## config.mk

```make
export PLATFORM = sky130hd
export DESIGN_NAME = sfx_transmitter
export DESIGN_NICKNAME = d
export VERILOG_FILES = /design/src/rtl/sfx_pkg.sv /design/src/rtl/sfx_fifo.sv /design/src/rtl/sfx_trigger.sv /design/src/rtl/sfx_shifter.sv /design/src/rtl/sfx_transmitter.sv
export SDC_FILE = /design/constraint.sdc
export NUM_CORES = 1
export LEC_CHECK = 0
export CAP_MARGIN = 20
export CORE_MARGIN = 2
export CORE_UTILIZATION = 45
export DETAILED_ROUTE_END_ITERATION = 16
export PLACE_DENSITY = 0.71
export SETUP_SLACK_MARGIN = 0.3
export SKIP_CTS_REPAIR_TIMING = 1
export SYNTH_ARGS = -nofsm -noshare
export SYNTH_HDL_FRONTEND = slang
export SYNTH_HIERARCHICAL = 1
export SYNTH_SLANG_ARGS = --single-unit
```

## constraint.sdc

```tcl
create_clock -name clk -period 4.97 [get_ports clk]
set_clock_uncertainty 0.2 [all_clocks]
set_input_delay 0.994 -clock clk [delete_from_list [all_inputs] [get_ports clk]]
set_output_delay 0.994 -clock clk [all_outputs]
set_load 0.02 [all_outputs]
```

## src/rtl/sfx_pkg.sv

```systemverilog
package sfx_pkg;

  // Place a right-aligned word of len_m1+1 bits at the top of a maxw-bit field.
  function automatic logic [31:0] left_justify(input logic [31:0] w,
                                               input int unsigned len_m1,
                                               input int unsigned maxw);
    return w << (maxw - 1 - len_m1);
  endfunction

  // Usable store capacity for the selected mode.
  function automatic int unsigned store_cap(input logic queue_on,
                                            input int unsigned depth);
    return queue_on ? depth : 1;
  endfunction

  // Ring pointer advance for any depth.
  function automatic int unsigned ring_next(input int unsigned p,
                                            input int unsigned depth);
    return (p == depth - 1) ? 0 : p + 1;
  endfunction

endpackage

```

## src/rtl/sfx_fifo.sv

```systemverilog
module sfx_fifo #(
  parameter int W     = 16,
  parameter int DEPTH = 8,
  localparam int AW   = $clog2(DEPTH),
  localparam int CW   = $clog2(DEPTH + 1)
) (
  input  logic          clk,
  input  logic          rst_n,
  input  logic          queue_on,
  input  logic          wr,
  input  logic [W-1:0]  wdata,
  input  logic          rd,
  output logic [W-1:0]  rdata,
  output logic [CW-1:0] level,
  output logic          empty,
  output logic          reject
);
  import sfx_pkg::*;

  logic [W-1:0]  mem [DEPTH];
  logic [AW-1:0] wp, rp;
  logic [CW-1:0] cnt, cap;
  logic          full, do_rd, accept;

  assign cap    = CW'(store_cap(queue_on, DEPTH));
  assign full   = (cnt >= cap);
  assign empty  = (cnt == '0);
  assign do_rd  = rd && !empty;
  assign accept = wr && (!full || do_rd);
  assign reject = wr && !accept;
  assign rdata  = mem[rp];
  assign level  = cnt;

  always_ff @(posedge clk) begin
    if (accept) mem[wp] <= wdata;
  end

  always_ff @(posedge clk or negedge rst_n) begin
    if (!rst_n) begin
      wp  <= '0;
      rp  <= '0;
      cnt <= '0;
    end else begin
      if (accept) wp <= AW'(ring_next(32'(wp), DEPTH));
      if (do_rd)  rp <= AW'(ring_next(32'(rp), DEPTH));
      case ({accept, do_rd})
        2'b10:   cnt <= cnt + 1'b1;
        2'b01:   cnt <= cnt - 1'b1;
        default: cnt <= cnt;
      endcase
    end
  end
endmodule

```

## src/rtl/sfx_trigger.sv

```systemverilog
module sfx_trigger (
  input  logic clk,
  input  logic rst_n,
  input  logic bit_en,
  input  logic fsync,
  input  logic clk_run,
  input  logic gated,
  output logic trig
);
  logic fs_q;      // frame sync at the previous bit strobe
  logic started;   // a bit strobe has been seen in the current gated run

  always_ff @(posedge clk or negedge rst_n) begin
    if (!rst_n) begin
      fs_q    <= 1'b0;
      started <= 1'b0;
    end else begin
      if (bit_en) fs_q <= fsync;
      started <= clk_run ? (started | bit_en) : 1'b0;
    end
  end

  always_comb begin
    if (gated) trig = bit_en && clk_run && !started;
    else       trig = bit_en && fsync && !fs_q;
  end
endmodule

```

## src/rtl/sfx_shifter.sv

```systemverilog
module sfx_shifter #(
  parameter int MAXW = 16,
  localparam int LW  = $clog2(MAXW)
) (
  input  logic            clk,
  input  logic            rst_n,
  input  logic            bit_en,
  input  logic            load,
  input  logic            halt,
  input  logic [MAXW-1:0] word,
  input  logic [LW-1:0]   len_m1,
  output logic            sd,
  output logic            oe
);
  logic [MAXW-1:0] sh;
  logic [LW-1:0]   left;
  logic            busy;

  always_ff @(posedge clk or negedge rst_n) begin
    if (!rst_n) begin
      sh   <= '0;
      left <= '0;
      busy <= 1'b0;
    end else if (bit_en && load) begin
      sh   <= word;
      left <= len_m1;
      busy <= 1'b1;
    end else if (halt) begin
      busy <= 1'b0;
    end else if (bit_en && busy) begin
      if (left == '0) begin
        busy <= 1'b0;
      end else begin
        sh   <= sh << 1;
        left <= left - 1'b1;
      end
    end
  end

  assign sd = busy & sh[MAXW-1];
  assign oe = busy;
endmodule

```

## src/rtl/sfx_transmitter.sv

```systemverilog
module sfx_transmitter #(
  parameter int MAXW  = 16,
  parameter int DEPTH = 8,
  localparam int LW   = $clog2(MAXW),
  localparam int LVW  = $clog2(DEPTH + 1)
) (
  input  logic            clk,
  input  logic            rst_n,
  input  logic            port_en,
  input  logic            tx_en,
  input  logic            fifo_en,
  input  logic            gated,
  input  logic [LW-1:0]   wlen_m1,
  input  logic            wr_en,
  input  logic [MAXW-1:0] wr_data,
  input  logic            tie,
  input  logic            msk_data_empty,
  input  logic            msk_fifo_empty,
  input  logic            ur_clr,
  input  logic            ov_clr,
  input  logic            bit_en,
  input  logic            fsync,
  input  logic            clk_run,
  output logic            txd,
  output logic            txd_oe,
  output logic            f_data_empty,
  output logic            f_fifo_empty,
  output logic            f_underrun,
  output logic            f_wr_ovf,
  output logic            irq,
  output logic [LVW-1:0]  fifo_level
);
  import sfx_pkg::*;

  // Named internal events, also observed by the bound checker.
  logic            trig, start, pop, urun_evt, ovf_evt, primed, empty, halt;
  logic [MAXW-1:0] head, head_just, load_word;

  sfx_fifo #(.W(MAXW), .DEPTH(DEPTH)) u_store (
    .clk      (clk),
    .rst_n    (rst_n),
    .queue_on (fifo_en),
    .wr       (wr_en),
    .wdata    (wr_data),
    .rd       (pop),
    .rdata    (head),
    .level    (fifo_level),
    .empty    (empty),
    .reject   (ovf_evt)
  );

  sfx_trigger u_trig (
    .clk     (clk),
    .rst_n   (rst_n),
    .bit_en  (bit_en),
    .fsync   (fsync),
    .clk_run (clk_run),
    .gated   (gated),
    .trig    (trig)
  );

  assign start    = trig && port_en && tx_en && (!empty || primed);
  assign pop      = start && !empty;
  assign urun_evt = start && empty;
  assign halt     = gated && !clk_run;

  assign head_just = MAXW'(left_justify(32'(head), 32'(wlen_m1), MAXW));
  assign load_word = empty ? '0 : head_just;

  sfx_shifter #(.MAXW(MAXW)) u_shift (
    .clk    (clk),
    .rst_n  (rst_n),
    .bit_en (bit_en),
    .load   (start),
    .halt   (halt),
    .word   (load_word),
    .len_m1 (wlen_m1),
    .sd     (txd),
    .oe     (txd_oe)
  );

  always_ff @(posedge clk or negedge rst_n) begin
    if (!rst_n) begin
      primed     <= 1'b0;
      f_underrun <= 1'b0;
      f_wr_ovf   <= 1'b0;
    end else begin
      if (!(port_en && tx_en)) primed <= 1'b0;
      else if (pop)            primed <= 1'b1;
      if (urun_evt)    f_underrun <= 1'b1;
      else if (ur_clr) f_underrun <= 1'b0;
      if (ovf_evt)     f_wr_ovf <= 1'b1;
      else if (ov_clr) f_wr_ovf <= 1'b0;
    end
  end

  assign f_data_empty = !fifo_en && empty;
  assign f_fifo_empty =  fifo_en && empty;
  assign irq = tie && ((f_data_empty && msk_data_empty) ||
                       (f_fifo_empty && msk_fifo_empty));
endmodule

```

==> metrics.csv <==
metric,value,unit
nNetsFinal,591,
worst_pin_slew,1.03,ns
routed_wl,15900,µm
fill_cells,1332,
crit_fanout,9,
start_kind,primary input,
status,"complete, no violations",
die-area,0.0179,mm²
drv_cap,0,
synth_cells,495,
syn-num-nets,541,
die_height,134,µm
relSlewSlack,30.9,%
power.density,534,mW/mm²
hold_violations,0,
clock-sinks,164,
detail_route.first_pass.iterations,7,
synthToLayoutAreaGrowth,16.7,%
grt.overflow.total,0,
min_period,3.71,ns
routabilityCongestion,0.829,
die_w,134,µm
drt-initial-drc-count,327,
root_buffer,clkbuf_16,
first_global_vias,4683,
antenna_left,0,
setup_violations,0,
htreeDepth,4,
tns,0,ns
wl_per_cell,20.4,µm
synth_cell_types,53,
drc,0,
dp_hpwl,10400,µm
endpoint_kind,register,
cp.required,5.12,ns
ios,46,
fmax,270,MHz
fin_crit_sh,74.6,%
initial_core_util,45.9,%
synth.yosys.warnings,6,
finalInstanceArea,0.00886,mm²
ys_seq_area_share,62.5,%
grt_first_pass_wirelength,25400,µm
synth_seq_cells,164,
antenna_found_initial,0,
hold_class,reg2reg,
rsz0062_at_grt,no,
routed-via-count,4537,
grt_start_max_net_pins,37,
syn_area_per_cell,15.3,µm²
core.rowCount,47,
path_class,in2reg,
leakagePower,3.16,nW
antenna_cells,0,
numPortBuffers,45,
clkTransAtPathRegs,0.07,ns
ir_drop,0.376,mV
synth.cell_area,0.00759,mm²
avgViaCountPerCell,5.83,
drive_gt1_share,21.5,%
dpl_cell_area,0.00826,mm²
cts_buffer_depth,2,
grt_util_all_layers,19.0,%
insertion_delay,0.43,ns
slew_violations,0,
tritoncts,yes,
core_area,0.0165,mm²
cts_buffers,17,
cp.arrival,3.86,ns
-- cells in the mapped netlist (all sizes together) --
cell | n | area share (%)
a2111oi | 1 | 0.36
a211o | 2 | 0.23
a211oi | 7 | 0.76
a21o | 3 | 0.30
a21oi | 23 | 1.5
a22o | 1 | 0.12
a31oi | 19 | 1.6
and2 | 4 | 0.33
and3 | 1 | 0.082
and3b | 1 | 0.12
buf | 12 | 1.2
clkbuf | 16 | 1.2
dfrtp | 36 | 12
edfxtp | 128 | 51
fa | 1 | 0.26
ha | 10 | 1.6
inv | 19 | 0.94
mux2 | 26 | 4.0
mux2i | 13 | 1.7
mux4 | 39 | 12
nand2 | 24 | 1.2
nand3 | 6 | 0.40
nand3b | 4 | 0.40
nand4 | 1 | 0.082
nand4b | 1 | 0.12
nor2 | 36 | 1.9
nor2b | 2 | 0.16
nor3 | 8 | 0.53
nor3b | 1 | 0.16
nor4 | 2 | 0.16
o211a | 3 | 0.40
o211ai | 1 | 0.099
o21a | 2 | 0.20
o21ai | 24 | 1.6
o22ai | 4 | 0.33
o2bb2ai | 2 | 0.23
o31ai | 1 | 0.16
o41a | 1 | 0.15
o41ai | 2 | 0.23
or2 | 1 | 0.082
or3 | 1 | 0.082
or3b | 1 | 0.12
or4 | 1 | 0.099
or4b | 1 | 0.18
xnor2 | 3 | 0.35
-- area by class of cell --
class	instances	area, µm²	area share [%]
timing repair buffer	59	551	6.22
clock inverter	15	168	1.89
clock buffer	17	425	4.80
multi-input combinational	284	2620	29.6
sequential	164	4750	53.6
tap	220	275	3.11
inverter	19	71.3	0.805
-- registers in the layout (all words and copies together), names as in the netlist --
name            flops
u_shift/left        4
f_wr_ovf            1
u_store/wp          3
u_shift/oe          1
u_trig/fs_q         1
u_store/mem       128
f_underrun          1
u_store/level       4
u_trig/started      1
u_store/rp          3
primed              1
u_shift/sh         16
-- cell usage in the layout, fill, tap and decap left out, types with 5 or more instances in the layout --
| master | Yosys | routed |
|---|---|---|
| dfrtp_1 | 36 | 35 |
| nand3_1 | 6 | 6 |
| mux4_1 | 5 | 5 |
| mux4_2 | 34 | 34 |
| mux2_2 | 23 | 23 |
| buf_4 | 0 | 14 |
| edfxtp_1 | 128 | 128 |
| ha_1 | 10 | 10 |
| o21ai_0 | 24 | 24 |
| clkbuf_16 | 0 | 17 |
| clkdlybuf4s50_1 | 0 | 44 |
| mux2i_1 | 13 | 13 |
| a31oi_1 | 19 | 19 |
| a21oi_1 | 23 | 23 |
| a211oi_1 | 6 | 6 |
| inv_1 | 19 | 19 |
| nor2_1 | 35 | 35 |
| nand2_1 | 24 | 24 |
-- path summary, 6_finish.rpt --
check / cells past startpoint / to / slack (ns) / from
max: 12 / u_store/level[3]$_DFFE_PN0P_ / 1.26 / bit_en
max reg2reg: 9 / u_shift/sh[13]$_DFFE_PN0P_ / 1.45 / u_store/rp[0]$_DFFE_PN0N_
max in group asynchronous: 1 / u_store/rp[0]$_DFFE_PN0N_ / 3.55 / rst_n
min: 1 / u_trig/started$_DFF_PN0_ / 0.28 / u_trig/started$_DFF_PN0_
min in group asynchronous: 1 / u_shift/left[1]$_DFFE_PN0P_ / 0.46 / rst_n
min reg2reg: 1 / u_trig/started$_DFF_PN0_ / 0.28 / u_trig/started$_DFF_PN0_
-- stage by stage --
stage | power (mW) | hold WS (ns) | util [%] | std cells | setup slack (ns)
2_1_floorplan | 2.99 | 0.242 | - | 495 | 0.537
5_1_grt | 4.97 | 0.312 | 53.6 | 778 | 1.03
3_5_place_dp | 3.46 | 0.263 | 50.0 | 746 | 0.839
3_3_place_gp | 3.40 | 0.262 | 50.0 | 746 | 0.993
4_1_cts | 4.76 | 0.279 | 53.6 | 778 | 1.29
6_report | 4.73 | 0.280 | 53.6 | 778 | 1.26
-- cells by family (layout without fill, tap and decap cells) --
family | count (synthesis) | count (layout) | synth area share (%)
muxes | 78 | 78 | 17.5
adders and majority gates | 11 | 11 | 1.91
DFF | 164 | 164 | 62.5
and+or+nand+nor | 96 | 96 | 6.16
buffers and inverters | 47 | 110 | 3.31
xor gates and xnor gates | 3 | 3 | 0.346
AOI/OAI and AO/OA | 96 | 96 | 8.22
-- power by group --
group	internal, mW	total, mW	leakage (nW)	switching [mW]
combinational	0.760	1.50	1.28	0.736
clock	0.672	1.28	0.279	0.609
sequential	1.71	1.95	1.60	0.242
total	3.14	4.73	3.16	1.59
-- routing by layer --
metal,vias up,global-route usage (%),part of all wire [%]
met5,-,0,0
met4,0,9.52,3.7
met3,34,4.54,4.8
met2,154,30.3,49
met1,2303,24.4,42
li1,2046,-,-
-- critical path: stages --
cell and delay, ns:
clkdlybuf4s50_1 0.62, nand2_1 0.12, o31ai_2 0.23, nand4_1 0.15, inv_1 0.13, o41ai_1 0.16
nor2_1 0.38, ha_1 0.32, a21o_1 0.18, a21oi_1 0.18, mux2i_1 0.23, xnor2_1 0.14
(Power assumes the default switching activity.)
